[src/rtl/tlc_pkg.sv]
package tlc_pkg;

    localparam int LIGHT_W = 2;
    localparam int PHASE_W = 2;

    typedef enum logic [LIGHT_W-1:0] {
        LT_GREEN  = 2'b00,
        LT_YELLOW = 2'b01,
        LT_RED    = 2'b10
    } light_e;

    // Phase code bits feed the next-state equations directly.
    typedef enum logic [PHASE_W-1:0] {
        PH_A_GO   = 2'b00,
        PH_A_WARN = 2'b01,
        PH_B_GO   = 2'b10,
        PH_B_WARN = 2'b11
    } phase_e;

    typedef struct packed {
        logic parade;
    } mode_regs_t;

    typedef struct packed {
        phase_e phase;
    } phase_regs_t;

endpackage

[src/rtl/tlc_mode_fsm.sv]
module tlc_mode_fsm
    import tlc_pkg::*;
(
    input  logic clk,
    input  logic rst,
    input  logic set_i,
    input  logic clr_i,
    output logic parade_o
);

    mode_regs_t mode_d;
    mode_regs_t mode_q;

    always_comb begin
        mode_d = mode_q;
        // Simultaneous set and clear leave the mode unchanged.
        if (set_i && !clr_i) begin
            mode_d.parade = 1'b1;
        end else if (clr_i && !set_i) begin
            mode_d.parade = 1'b0;
        end
    end

    always_ff @(posedge clk) begin
        if (rst) begin
            mode_q.parade <= 1'b0;
        end else begin
            mode_q <= mode_d;
        end
    end

    assign parade_o = mode_q.parade;

endmodule

[src/rtl/tlc_phase_fsm.sv]
module tlc_phase_fsm
    import tlc_pkg::*;
(
    input  logic   clk,
    input  logic   rst,
    input  logic   sense_a,
    input  logic   sense_b,
    input  logic   park,
    output phase_e phase_o
);

    phase_regs_t ph_d;
    phase_regs_t ph_q;
    logic [PHASE_W-1:0] cur_bits;
    logic [PHASE_W-1:0] nxt_bits;

    assign cur_bits = ph_q.phase;

    always_comb begin
        // Bit 1 flips on every odd phase; bit 0 is set when leaving a green.
        // Parking suppresses the exit from B-green.
        nxt_bits[1] = cur_bits[1] ^ cur_bits[0];
        nxt_bits[0] = (~cur_bits[1] & ~cur_bits[0] & ~sense_a)
                    | ( cur_bits[1] & ~cur_bits[0] & ~sense_b & ~park);
        ph_d.phase  = phase_e'(nxt_bits);
    end

    always_ff @(posedge clk) begin
        if (rst) begin
            ph_q.phase <= PH_A_GO;
        end else begin
            ph_q <= ph_d;
        end
    end

    assign phase_o = ph_q.phase;

endmodule

[src/rtl/tlc_light_dec.sv]
module tlc_light_dec
    import tlc_pkg::*;
(
    input  phase_e             phase_i,
    output logic [LIGHT_W-1:0] light_a_o,
    output logic [LIGHT_W-1:0] light_b_o
);

    logic s1;
    logic s0;

    assign s1 = phase_i[1];
    assign s0 = phase_i[0];

    always_comb begin
        light_a_o[1] = s1;
        light_a_o[0] = ~s1 & s0;
        light_b_o[1] = ~s1;
        light_b_o[0] = s1 & s0;
    end

endmodule

[src/rtl/tlc_factored_top.sv]
module tlc_factored_top
    import tlc_pkg::*;
(
    input  logic       clk,
    input  logic       rst,
    input  logic       sense_a,
    input  logic       sense_b,
    input  logic       parade_on,
    input  logic       parade_off,
    output logic [1:0] light_a,
    output logic [1:0] light_b,
    output logic       parade_mode
);

    logic   parade_flag;
    phase_e phase;

    tlc_mode_fsm u_mode (
        .clk      (clk),
        .rst      (rst),
        .set_i    (parade_on),
        .clr_i    (parade_off),
        .parade_o (parade_flag)
    );

    tlc_phase_fsm u_phase (
        .clk     (clk),
        .rst     (rst),
        .sense_a (sense_a),
        .sense_b (sense_b),
        .park    (parade_flag),
        .phase_o (phase)
    );

    tlc_light_dec u_dec (
        .phase_i   (phase),
        .light_a_o (light_a),
        .light_b_o (light_b)
    );

    assign parade_mode = parade_flag;

endmodule

[config.mk]
export PLATFORM = sky130hd
export DESIGN_NAME = tlc_factored_top
export DESIGN_NICKNAME = d
export VERILOG_FILES = /design/src/rtl/tlc_pkg.sv /design/src/rtl/tlc_mode_fsm.sv /design/src/rtl/tlc_phase_fsm.sv /design/src/rtl/tlc_light_dec.sv /design/src/rtl/tlc_factored_top.sv
export SDC_FILE = /design/constraint.sdc
export NUM_CORES = 1
export LEC_CHECK = 0
export ABC_AREA = 1
export ABC_CLOCK_PERIOD_IN_PS = 2000
export BUFFER_PORTS_ARGS = -buffer_cell sky130_fd_sc_hd__buf_2
export CELL_PAD_IN_SITES_DETAIL_PLACEMENT = 0
export CELL_PAD_IN_SITES_GLOBAL_PLACEMENT = 1
export CORE_AREA = 2 2 39 41
export CTS_CLUSTER_DIAMETER = 200
export DETAILED_ROUTE_END_ITERATION = 10
export DIE_AREA = 0 0 41 43
export PLACE_DENSITY_LB_ADDON = 0.1
export REMOVE_ABC_BUFFERS = 1
export SYNTH_ARGS = -nofsm -noshare
export SYNTH_HDL_FRONTEND = slang
export SYNTH_HIERARCHICAL = 1
export SYNTH_SLANG_ARGS = --single-unit
[constraint.sdc]
create_clock -name clk -period 2 [get_ports clk]
set_input_delay 0.1 -clock clk [delete_from_list [all_inputs] [get_ports clk]]
set_output_delay 0.1 -clock clk [all_outputs]
set_load 0.005 [all_outputs]
-- After elaboration in Yosys (flattened, before gate mapping)
Index checks and enable logic that the tools add are counted.
- register bits: 3
- input bits: 6
- output and inout port bits: 5
- logic and storage cells: 23
- muxes and demuxes: 2
- bitwise gates (word level): 14
- reductions and logical operators: 5
- operators with widths (kind ; number):
    $and 1x1->1 ; 7
    $not 1->1 ; 5
    $logic_and 1x1->1 ; 2
    $logic_not 1->1 ; 2
    $mux 1 ; 2
    $reduce_bool 2->1 ; 1
    $or 1x1->1 ; 1
    $xor 1x1->1 ; 1

-- Longest topological paths before layout
Gate-level depths: netlist of the first run.
- depth in word-level cells: 5
- mapped depth: 5
- gate-level depth less buffers: 5

-- Cells and area by module
The synthesis of the first run kept the hierarchy.
- by module, submodules not included (module ; times used ; cells an instance ; area each (um2) ; seq. area each (um2)):
    tlc_phase_fsm ; 1 ; 14 ; 113.9 ; 40.0
    tlc_mode_fsm ; 1 ; 9 ; 61.3 ; 20.0
    tlc_light_dec ; 1 ; 6 ; 26.3 ; 0.0

-- Least setup slack after synthesis of the first run
No wires, ideal clock.
- path type: register to register
- start point: reg, netlist name u_phase/phase_o[1]
- end point: reg, netlist name u_phase/phase_o[1]
- data arrival time: 0.754 ns
- data required time: 1.891 ns
- path slack: 1.136 ns
- stages on the path, launching flop included: 5
- buffers on the path: 0
- cell sequence: dfxtp_1 inv_1 ha_1 inv_1 nor2_1
- longest elaborated chain between the ends: 1
- ends and longest elaborated chain (item ; line ; text):
    $xor 1x1->1 ; tlc_phase_fsm.sv:22 ; nxt_bits[1] = cur_bits[1] ^ cur_bits[0];
    via u_phase.nxt_bits[1] ; tlc_phase_fsm.sv:15 ; logic [PHASE_W-1:0] nxt_bits;
The timed path passes the listed nets, and every way through them passes these cells.
A chain may end at the register's enable or synchronous reset.

-- Worst setup path after layout of the first run
- start point: reg, netlist name u_phase/phase_o[1]
- end point: out light_b[0]
- longest elaborated chain between the ends: 1
- ends and longest elaborated chain (item ; line ; text):
    $and 1x1->1 ; tlc_light_dec.sv:19 ; light_b_o[0] = s1 & s0;
    end, declared ; tlc_factored_top.sv:11 ; output logic [1:0] light_b,
Every way passes these cells.

==> out/results.ini, run 1 <==
[global_route]
grt_pass1_wl_um=621
grt_util_all_layers_pct=6.012
grt_overflow_total=0
grt_pass1_vias=174
grt_max_degree=7
antenna_found_initial=0

[final_layout]
nNetsFinal=52
final_common_cell=inv_1
final_cell_mix=inv_1 (12), buf_2 (10), nand2_1 (4)
finish.utilization_pct=20.98
drive_gt1_share_pct=38.10
num_antenna_cells=0
nFillCells=168
synthToLayoutAreaGrowth_pct=44.10

[floorplan]
die_w_um=41
start_util_pct=14.56
die_area_mm2=0.001763
die_h_um=43
pin_count=11
rows=14
core_mm2=0.001384

[placed_design]
place.gp.congestion=0.5338
dp_hpwl_um=330.3
port_buffers=10
place_ws_ns=1.091

[routing]
drt_iter0_markers=2
firstDrtPassIters=2
routed_via_density=3.310
drc_errors=0
wire_per_inst_um=6.879
num_vias=192
totalWireLength_um=399
final_antenna_net_count=0

[pwr]
irDropWorstVdd_uv=356.4
powerDensity_mw_per_mm2=775.8
leakage_nw=0.1722

[clock_tree]
post_cts_resized=0
cts_buffers=3
cts_tree=done
htreeDepth=1
clockBufferDepth=2
post_cts_buffers=0
clk_latency_ns=0.23
cts_hold_buf=0
cts_root_buf=clkbuf_4
path_clk_slew_ns=0.04
clkSinkCount=3

[setup_path]
worst-path-max-fanout=6
crit_path_start_kind=flip-flop
cp.arrival_ns=0.84
critPathRequiredTime_ns=1.90
path_class=flip-flop to output port
cp-end-kind=output port

[timing]
timing.fmax_ghz=1.067
layout_setup_ws_ns=1.063
slew_headroom_pct=88.69
worstMarginPinSlew_ns=0.1695
fin_crit_ns=0.9370
hold_viol_final=0
finalSetupTns_ns=0
rsz0062_at_grt=no
min_period_over_period_pct=46.85
setup_viol=0
fin_skew_ns=0.0004945
report.final.slew_viol_count=0

[synth]
yosysWarnings=6
synth_cell_type_count=9
postSynthAreaPerCell_um2=6.946
seq_area_frac_synth_pct=29.81
synthesis.area_um2=201.4
synth-seq-cells=3
syn-instance-count=29

[status]
status=finished clean

[min_path]
hp-class=primary input to flip-flop

[flow_run]
max_cap_viol_count=0

worst paths after layout:
path / startpoint / end / slack, ns / cells after the start
max reg2reg: u_phase/phase_o[1] / u_phase/phase_o[1] / 1.10 / 4
max: u_phase/phase_o[1] / light_b[0] / 1.06 / 3
min reg2reg: u_mode/parade_o / u_mode/parade_o / 0.55 / 4
min: rst / u_phase/phase_o[0] / 0.06 / 2
through the flow:
stage	cell area, um2	std cells	power (mW)	hold slack, ns
global route	290.3	58	0.2559	0.03761
CTS	290.3	58	0.2331	0.05708
detailed placement	264.0	54	0.1205	0.3060
floorplan	193.9	28	0.1003	0.1624
global placement	264.0	54	0.1205	0.3143
finish	290.3	58	0.2252	0.06385
registers in the layout (all words and copies together), names as in the netlist:
register         flops
u_mode/parade_o      1
u_phase/phase_o      2
power by group:
| part | internal, mW | leakage [nW] | switching [mW] |
|---|---|---|---|
| clock | 0.0748 | 0.0150 | 0.0321 |
| sequential | 0.0668 | 0.0248 | 0.00627 |
| combinational | 0.0222 | 0.132 | 0.0229 |
| total | 0.164 | 0.172 | 0.0613 |
synthesized netlist by cell type:
cell / number / share of area (%)
ha_1: 3 / 19
nand3_2: 1 / 5.0
inv_1: 12 / 22
nor2_2: 1 / 3.1
nand2_1: 4 / 7.5
nor2_1: 3 / 5.6
buf_4: 1 / 3.7
a21oi_2: 1 / 4.3
dfxtp_1: 3 / 30
critical path, stage by stage, from the launching register on:
cell     delay (ns)
dfxtp_1        0.39
nand2_1        0.07
inv_1          0.05
buf_2          0.10
logic make-up (layout without fill, tap and decap cells):
kind of cell | Yosys count | count (layout) | share of synthesized area [%]
AOI/OAI and AO/OA | 1 | 1 | 4.349
DFF | 3 | 3 | 29.81
buffers and inverters | 13 | 26 | 26.09
adders and majority gates | 3 | 3 | 18.64
and+or+nand+nor | 9 | 9 | 21.12
metal layers:
metal / vias up / part of all wire (%) / GRT usage, %
li1: 103 / - / -
met1: 81 / 43 / 4.792
met2: 8 / 47 / 8.438
met3: 0 / 9.3 / 6.283
met4: 0 / 0 / 4.000
met5: - / 0 / 0
cell type report:
| cell class | instances | area [um2] | area share (%) |
|---|---|---|---|
| Sequential cell | 3 | 60.06 | 20.69 |
| Tap cell | 16 | 20.02 | 6.897 |
| Clock buffer | 4 | 26.28 | 9.052 |
| Inverter | 12 | 45.04 | 15.52 |
| Multi-Input combinational cell | 13 | 88.84 | 30.60 |
| Timing Repair Buffer | 10 | 50.05 | 17.24 |
(Power assumes the default switching activity.)
==> inputs of run 2 (changes only) <==
--- a/config.mk
+++ b/config.mk
@@ -6,7 +6,7 @@
 export NUM_CORES = 1
 export LEC_CHECK = 0
 export ABC_AREA = 1
-export ABC_CLOCK_PERIOD_IN_PS = 2000
+export ABC_CLOCK_PERIOD_IN_PS = 800
 export BUFFER_PORTS_ARGS = -buffer_cell sky130_fd_sc_hd__buf_2
 export CELL_PAD_IN_SITES_DETAIL_PLACEMENT = 0
 export CELL_PAD_IN_SITES_GLOBAL_PLACEMENT = 1
==> constraint.sdc (replaced) <==
create_clock -name clk -period 0.8 [get_ports clk]
set_input_delay 0.04 -clock clk [delete_from_list [all_inputs] [get_ports clk]]
set_output_delay 0.04 -clock clk [all_outputs]
set_load 0.005 [all_outputs]
==> run 2 against run 1 <==
  * The flow now finishes with violations (setup timing)
  * Via count increased by 8.3%
  * Non-clock buffer count increased by 4
  * Die area unchanged
  * Power increased to 2.8 times the previous value
  * Largest power group unchanged
==> out/results.ini, run 2 (same netlist as run 1, synthesis figures left out) <==
[pwr]
p_switching_mw=0.1684
seq_power_share_pct=28.9
pwr-share-comb_pct=30.0
p_sw_share_pct=26.65
p_int_mw=0.4634
p_clk_share_pct=41.1
powerDensity_mw_per_mm2=1712
irDropWorstVdd_uv=478.9
leakage_nw=0.1978

[floorplan]
die_w_um=41
pin_count=11
rows=14
die_h_um=43
die_area_mm2=0.001763
core_mm2=0.001384
start_util_pct=14.56

[setup_path]
path_class=flip-flop to output port
slowest_delay_ns=0.32
cp_cell_sequence=buf_6 -> nor2_2 -> buf_2
crit_slowest_cell=dfxtp_2
critPathRequiredTime_ns=0.76
cp_top_family=flip-flops
path_buf_inv=2
cp-end-kind=output port
worst-path-max-fanout=4
crit_path_start_kind=flip-flop
cp.arrival_ns=0.86

[timing]
whs_ns=0.06388
timing.fmax_ghz=1.111
hold_viol_final=0
worstMarginPinSlew_ns=0.1299
layout_setup_ws_ns=-0.1003
min_period_over_period_pct=112.5
setup_viol=6
fin_crit_ns=0.9003
slew_headroom_pct=91.33
fin_skew_ns=0.002130
finalSetupTns_ns=-0.3884
rsz0062_at_grt=yes
report.final.slew_viol_count=0

[status]
violations=setup timing
status=complete, but fails checks

[global_route]
grt_pass1_wl_um=634
grt_pass1_vias=181
grt_util_all_layers_pct=5.511
grt_overflow_total=0
grt_max_degree=5
antenna_found_initial=0

[clock_tree]
cts_buffers=3
htreeDepth=1
cts_root_buf=clkbuf_4
clockBufferDepth=2
path_clk_slew_ns=0.04
cts_tree=done
clk_latency_ns=0.23
clkSinkCount=3

[final_layout]
final_area_um2=369.1
nNetsFinal=56
final_common_cell=inv_1
drive_gt1_share_pct=58.70
instances_no_fill=62
final_cell_mix=inv_1 (9), buf_2 (7), buf_6 (5)
num_antenna_cells=0
largest_reg_flops=2
synthToLayoutAreaGrowth_pct=83.23

[routing]
num_vias=208
routed_via_density=3.355
firstDrtPassIters=1
drt_iter0_markers=0
drc_errors=0
wire_per_inst_um=6.742
totalWireLength_um=418
final_antenna_net_count=0

[placed_design]
place.gp.congestion=0.5734
port_buffers=10
place_area_um2=279.0
dp.cells=56

[flow_run]
max_cap_viol_count=0

[min_path]
hp-class=primary input to flip-flop

-- run 2: cell types whose count changed in the layout (fill, tap and decap cells not counted), moves of 2 or more --
| cell | before | now |
|---|---|---|
| buf_2 | 10 | 7 |
| inv_2 | 0 | 3 |
| inv_1 | 12 | 9 |
| buf_6 | 0 | 5 |
| dfxtp_1 | 3 | 1 |
| dfxtp_2 | 0 | 2 |
-- run 2: layout make-up --
class                   count  area [um2]
well taps                  16       20.02
fillers                   156        1015
multi-input cells          13       106.4
repair buffers             14       108.9
inverters                  12       45.04
clock buffers               4       26.28
flip-flops and latches      3       62.56
-- run 2: path summary, 6_finish.rpt --
check	startpoint	endpoint	slack [ns]	depth (start not counted)
setup / recovery	u_phase/phase_o[1]	light_a[0]	-0.10	3
hold / removal	sense_b	u_phase/phase_o[0]	0.06	4
setup reg to reg	u_phase/phase_o[0]	u_phase/phase_o[1]	-0.09	4
hold reg to reg	u_mode/parade_o	u_mode/parade_o	0.55	4
-- run 2: timing repair --
item / 4_1_cts / 5_1_grt
hold buffers: 1 / 0
setup buffers: 1 / 0
gates resized for setup: 5 / 9
setup endpoints to repair: 6 / 6
endpoints found under the hold margin: 1 / 0
pin swaps: 0 / 2
-- run 2: layer usage --
| metal | GRT usage (%) | share of wire [%] | vias to the layer above |
|---|---|---|---|
| met3 | 1.571 | 8.1 | 0 |
| met1 | 5.112 | 40 | 89 |
| li1 | - | - | 111 |
| met4 | 4.000 | 0 | 0 |
| met2 | 9.375 | 51 | 8 |
| met5 | 0 | 0 | - |
-- run 2: metrics by stage --
stage / power, mW / setup WS, ns / util [%]
6_report: 0.6318 / -0.1003 / 26.67
5_1_grt: 0.6896 / -0.1559 / 26.67
4_1_cts: 0.6184 / -0.1023 / 24.23
3_5_place_dp: 0.3165 / -0.05401 / 20.16
3_3_place_gp: 0.3154 / -0.04435 / 20.16
2_1_floorplan: 0.2507 / -0.08344 / -
-- run 2: power groups by stage --
stage	sequential [mW]	clock, mW	combinational, mW
2_1_floorplan	0.184	0	0.0664
3_3_place_gp	0.180	0	0.135
3_5_place_dp	0.180	0	0.136
4_1_cts	0.183	0.275	0.160
5_1_grt	0.186	0.292	0.212
6_report	0.182	0.260	0.190
-- run 2: worst register-to-register path: stages, from the launching register on --
cell	delay (ns)
dfxtp_2	0.32
inv_1	0.08
ha_1	0.29
inv_1	0.05
nor2_1	0.03
==> inputs of run 3 (changes only) <==
--- a/config.mk
+++ b/config.mk
@@ -11,6 +11,7 @@
 export CELL_PAD_IN_SITES_DETAIL_PLACEMENT = 0
 export CELL_PAD_IN_SITES_GLOBAL_PLACEMENT = 1
 export CORE_AREA = 2 2 39 41
+export CTS_BUF_LIST = sky130_fd_sc_hd__clkbuf_4 sky130_fd_sc_hd__clkbuf_8
 export CTS_CLUSTER_DIAMETER = 200
 export DETAILED_ROUTE_END_ITERATION = 10
 export DIE_AREA = 0 0 41 43
==> run 3 against run 2 <==
  * The flow still finishes with violations (setup timing)
  * Core utilization decreased by 1.6 points
  * Fmax about the same
  * Non-clock buffer count decreased by 1
  * Global-route usage decreased by 0.20 points
  * Flip-flop and latch count unchanged
  * Sequential power about the same
  * First-iteration DRC count unchanged
  * Die area unchanged
  * Register-to-register slack improved by 0.04 ns
  * Wire length decreased by 3.6%
  * Largest power group unchanged
==> out/results.ini, run 3 (same netlist as run 1, synthesis figures left out) <==
[global_route]
grt_util_all_layers_pct=5.311
grt_overflow_total=0
grt_pass1_vias=170
grt_pass1_wl_um=600
grt_max_degree=5
antenna_found_initial=0

[setup_path]
path_buf_inv=2
cp_top_family=flip-flops
critPathRequiredTime_ns=0.76
cp_cell_sequence=buf_6 -> nor2_2 -> buf_2
slowest_delay_ns=0.32
reg2reg_from=u_phase/phase_o[0]
cp.arrival_ns=0.86
reg2regPathDepth=4
crit_path_start_kind=flip-flop
worst-path-max-fanout=4
r2r_slack_ns=-0.05
cp-end-kind=output port
r2r_end=u_phase/phase_o[1]
crit_slowest_cell=dfxtp_2
path_class=flip-flop to output port

[status]
violations=setup timing
status=complete, but fails checks

[final_layout]
multi_input_area_um2=93.84
final_common_cell=inv_1
nNetsFinal=55
register_area_um2=62.56
instances_no_fill=61
drive_gt1_share_pct=57.78
largest_reg_flops=2
synthToLayoutAreaGrowth_pct=72.05
num_antenna_cells=0
nFillCells=158
final_cell_mix=inv_1 (9), buf_2 (8), clkbuf_4 (4), buf_6 (4)

[min_path]
hp-class=primary input to flip-flop
hold_path.startpoint=sense_b
min_path_cells=4
min_to=u_phase/phase_o[0]

[timing]
slew_headroom_pct=91.66
hold_viol_final=0
rsz0062_at_grt=yes
report.final.slew_viol_count=0
timing.fmax_ghz=1.111
min_period_over_period_pct=112.6
worstMarginPinSlew_ns=0.1246
layout_setup_ws_ns=-0.1005
fin_crit_ns=0.9005
finalSetupTns_ns=-0.3362
setup_viol=6
fin_skew_ns=0.0001505

[clock_tree]
cts_buffers=3
htreeDepth=1
path_clk_slew_ns=0.04
clk_latency_ns=0.23
clockBufferDepth=2
cts_tree=done
cts_root_buf=clkbuf_4
clkSinkCount=3

[pwr]
irDropWorstVdd_uv=478.8
leakage_nw=0.1946
powerDensity_mw_per_mm2=1858

[routing]
firstDrtPassIters=1
wire_per_inst_um=6.607
routed_via_density=3.344
totalWireLength_um=403
final_antenna_net_count=0
drc_errors=0
drt_iter0_markers=0
num_vias=204

[floorplan]
pin_count=11
start_util_pct=14.56
die_h_um=43
die_w_um=41
rows=14
core_mm2=0.001384
die_area_mm2=0.001763

[placed_design]
dp.cells=56
place_ws_ns=-0.05401
place.gp.congestion=0.5734
port_buffers=10

[flow_run]
max_cap_viol_count=0

[run 3: cell types whose count changed in the layout (fill, tap and decap cells not counted)]
cell,before,now
buf_4,1,0
buf_2,7,8
buf_6,5,4
clkbuf_4,3,4
ha_1,2,3
clkbuf_1,1,0
ha_4,1,0
[run 3: per-layer routing]
metal  vias to the layer above  track usage [%]  part of all wire (%)
met2                         8            8.750                    51
met1                        86            5.112                    40
met5                         -                0                     0
li1                        110                -                     -
met3                         0            1.571                   8.4
met4                         0            4.000                     0
[run 3: per-stage QoR]
step	utilization [%]	hold slack, ns	instance area (um2)	power [mW]
after global routing	25.05	0.08319	346.6	0.6998
after detailed placement	20.16	0.2458	279.0	0.3165
final	25.05	0.05739	346.6	0.6440
after global placement	20.16	0.2484	279.0	0.3154
after CTS	23.96	0.05406	331.6	0.6514
after floorplan	-	0.1024	193.9	0.2507
[run 3: power by group]
| part | switching, mW | internal, mW | total [mW] |
|---|---|---|---|
| Combinational | 0.0734 | 0.0903 | 0.164 |
| Sequential | 0.0130 | 0.170 | 0.183 |
| Clock | 0.0770 | 0.221 | 0.298 |
| Total | 0.163 | 0.481 | 0.644 |
[run 3: worst register-to-register path, cell delays in order (launching register included)]
cell and delay (ns):
dfxtp_2 0.32, inv_1 0.06, ha_1 0.28, inv_1 0.05, nor2_1 0.03
[run 3: worst max path at each step]
stage | from | to | slack (ns) | cells past startpoint
after global placement | u_phase/phase_o[0] | u_phase/phase_o[1] | -0.04 | 4
after floorplan | u_phase/phase_o[1] | u_phase/phase_o[1] | -0.08 | 4
final | u_phase/phase_o[1] | light_a[0] | -0.10 | 3
after CTS | u_phase/phase_o[0] | light_a[0] | -0.11 | 4
after detailed placement | u_phase/phase_o[0] | u_phase/phase_o[1] | -0.05 | 4
after global routing | u_phase/phase_o[1] | light_a[0] | -0.16 | 3
[run 3: final cells by class]
type,instances,share of cell area (%)
timing repair buffer,13,27.44
multi-input combinational,13,27.08
sequential,3,18.05
inverter,12,13.00
clock buffer,4,8.664
tap,16,5.776
[run 3: timing repair]
action / CTS / global route
cloned: 0 / 0
endpoints found under the hold margin: 1 / 0
hold buffers: 1 / 0
buffers inserted: 0 / 0
resized for setup: 7 / 4
setup endpoints to repair: 6 / 6
pin swaps: 1 / 1
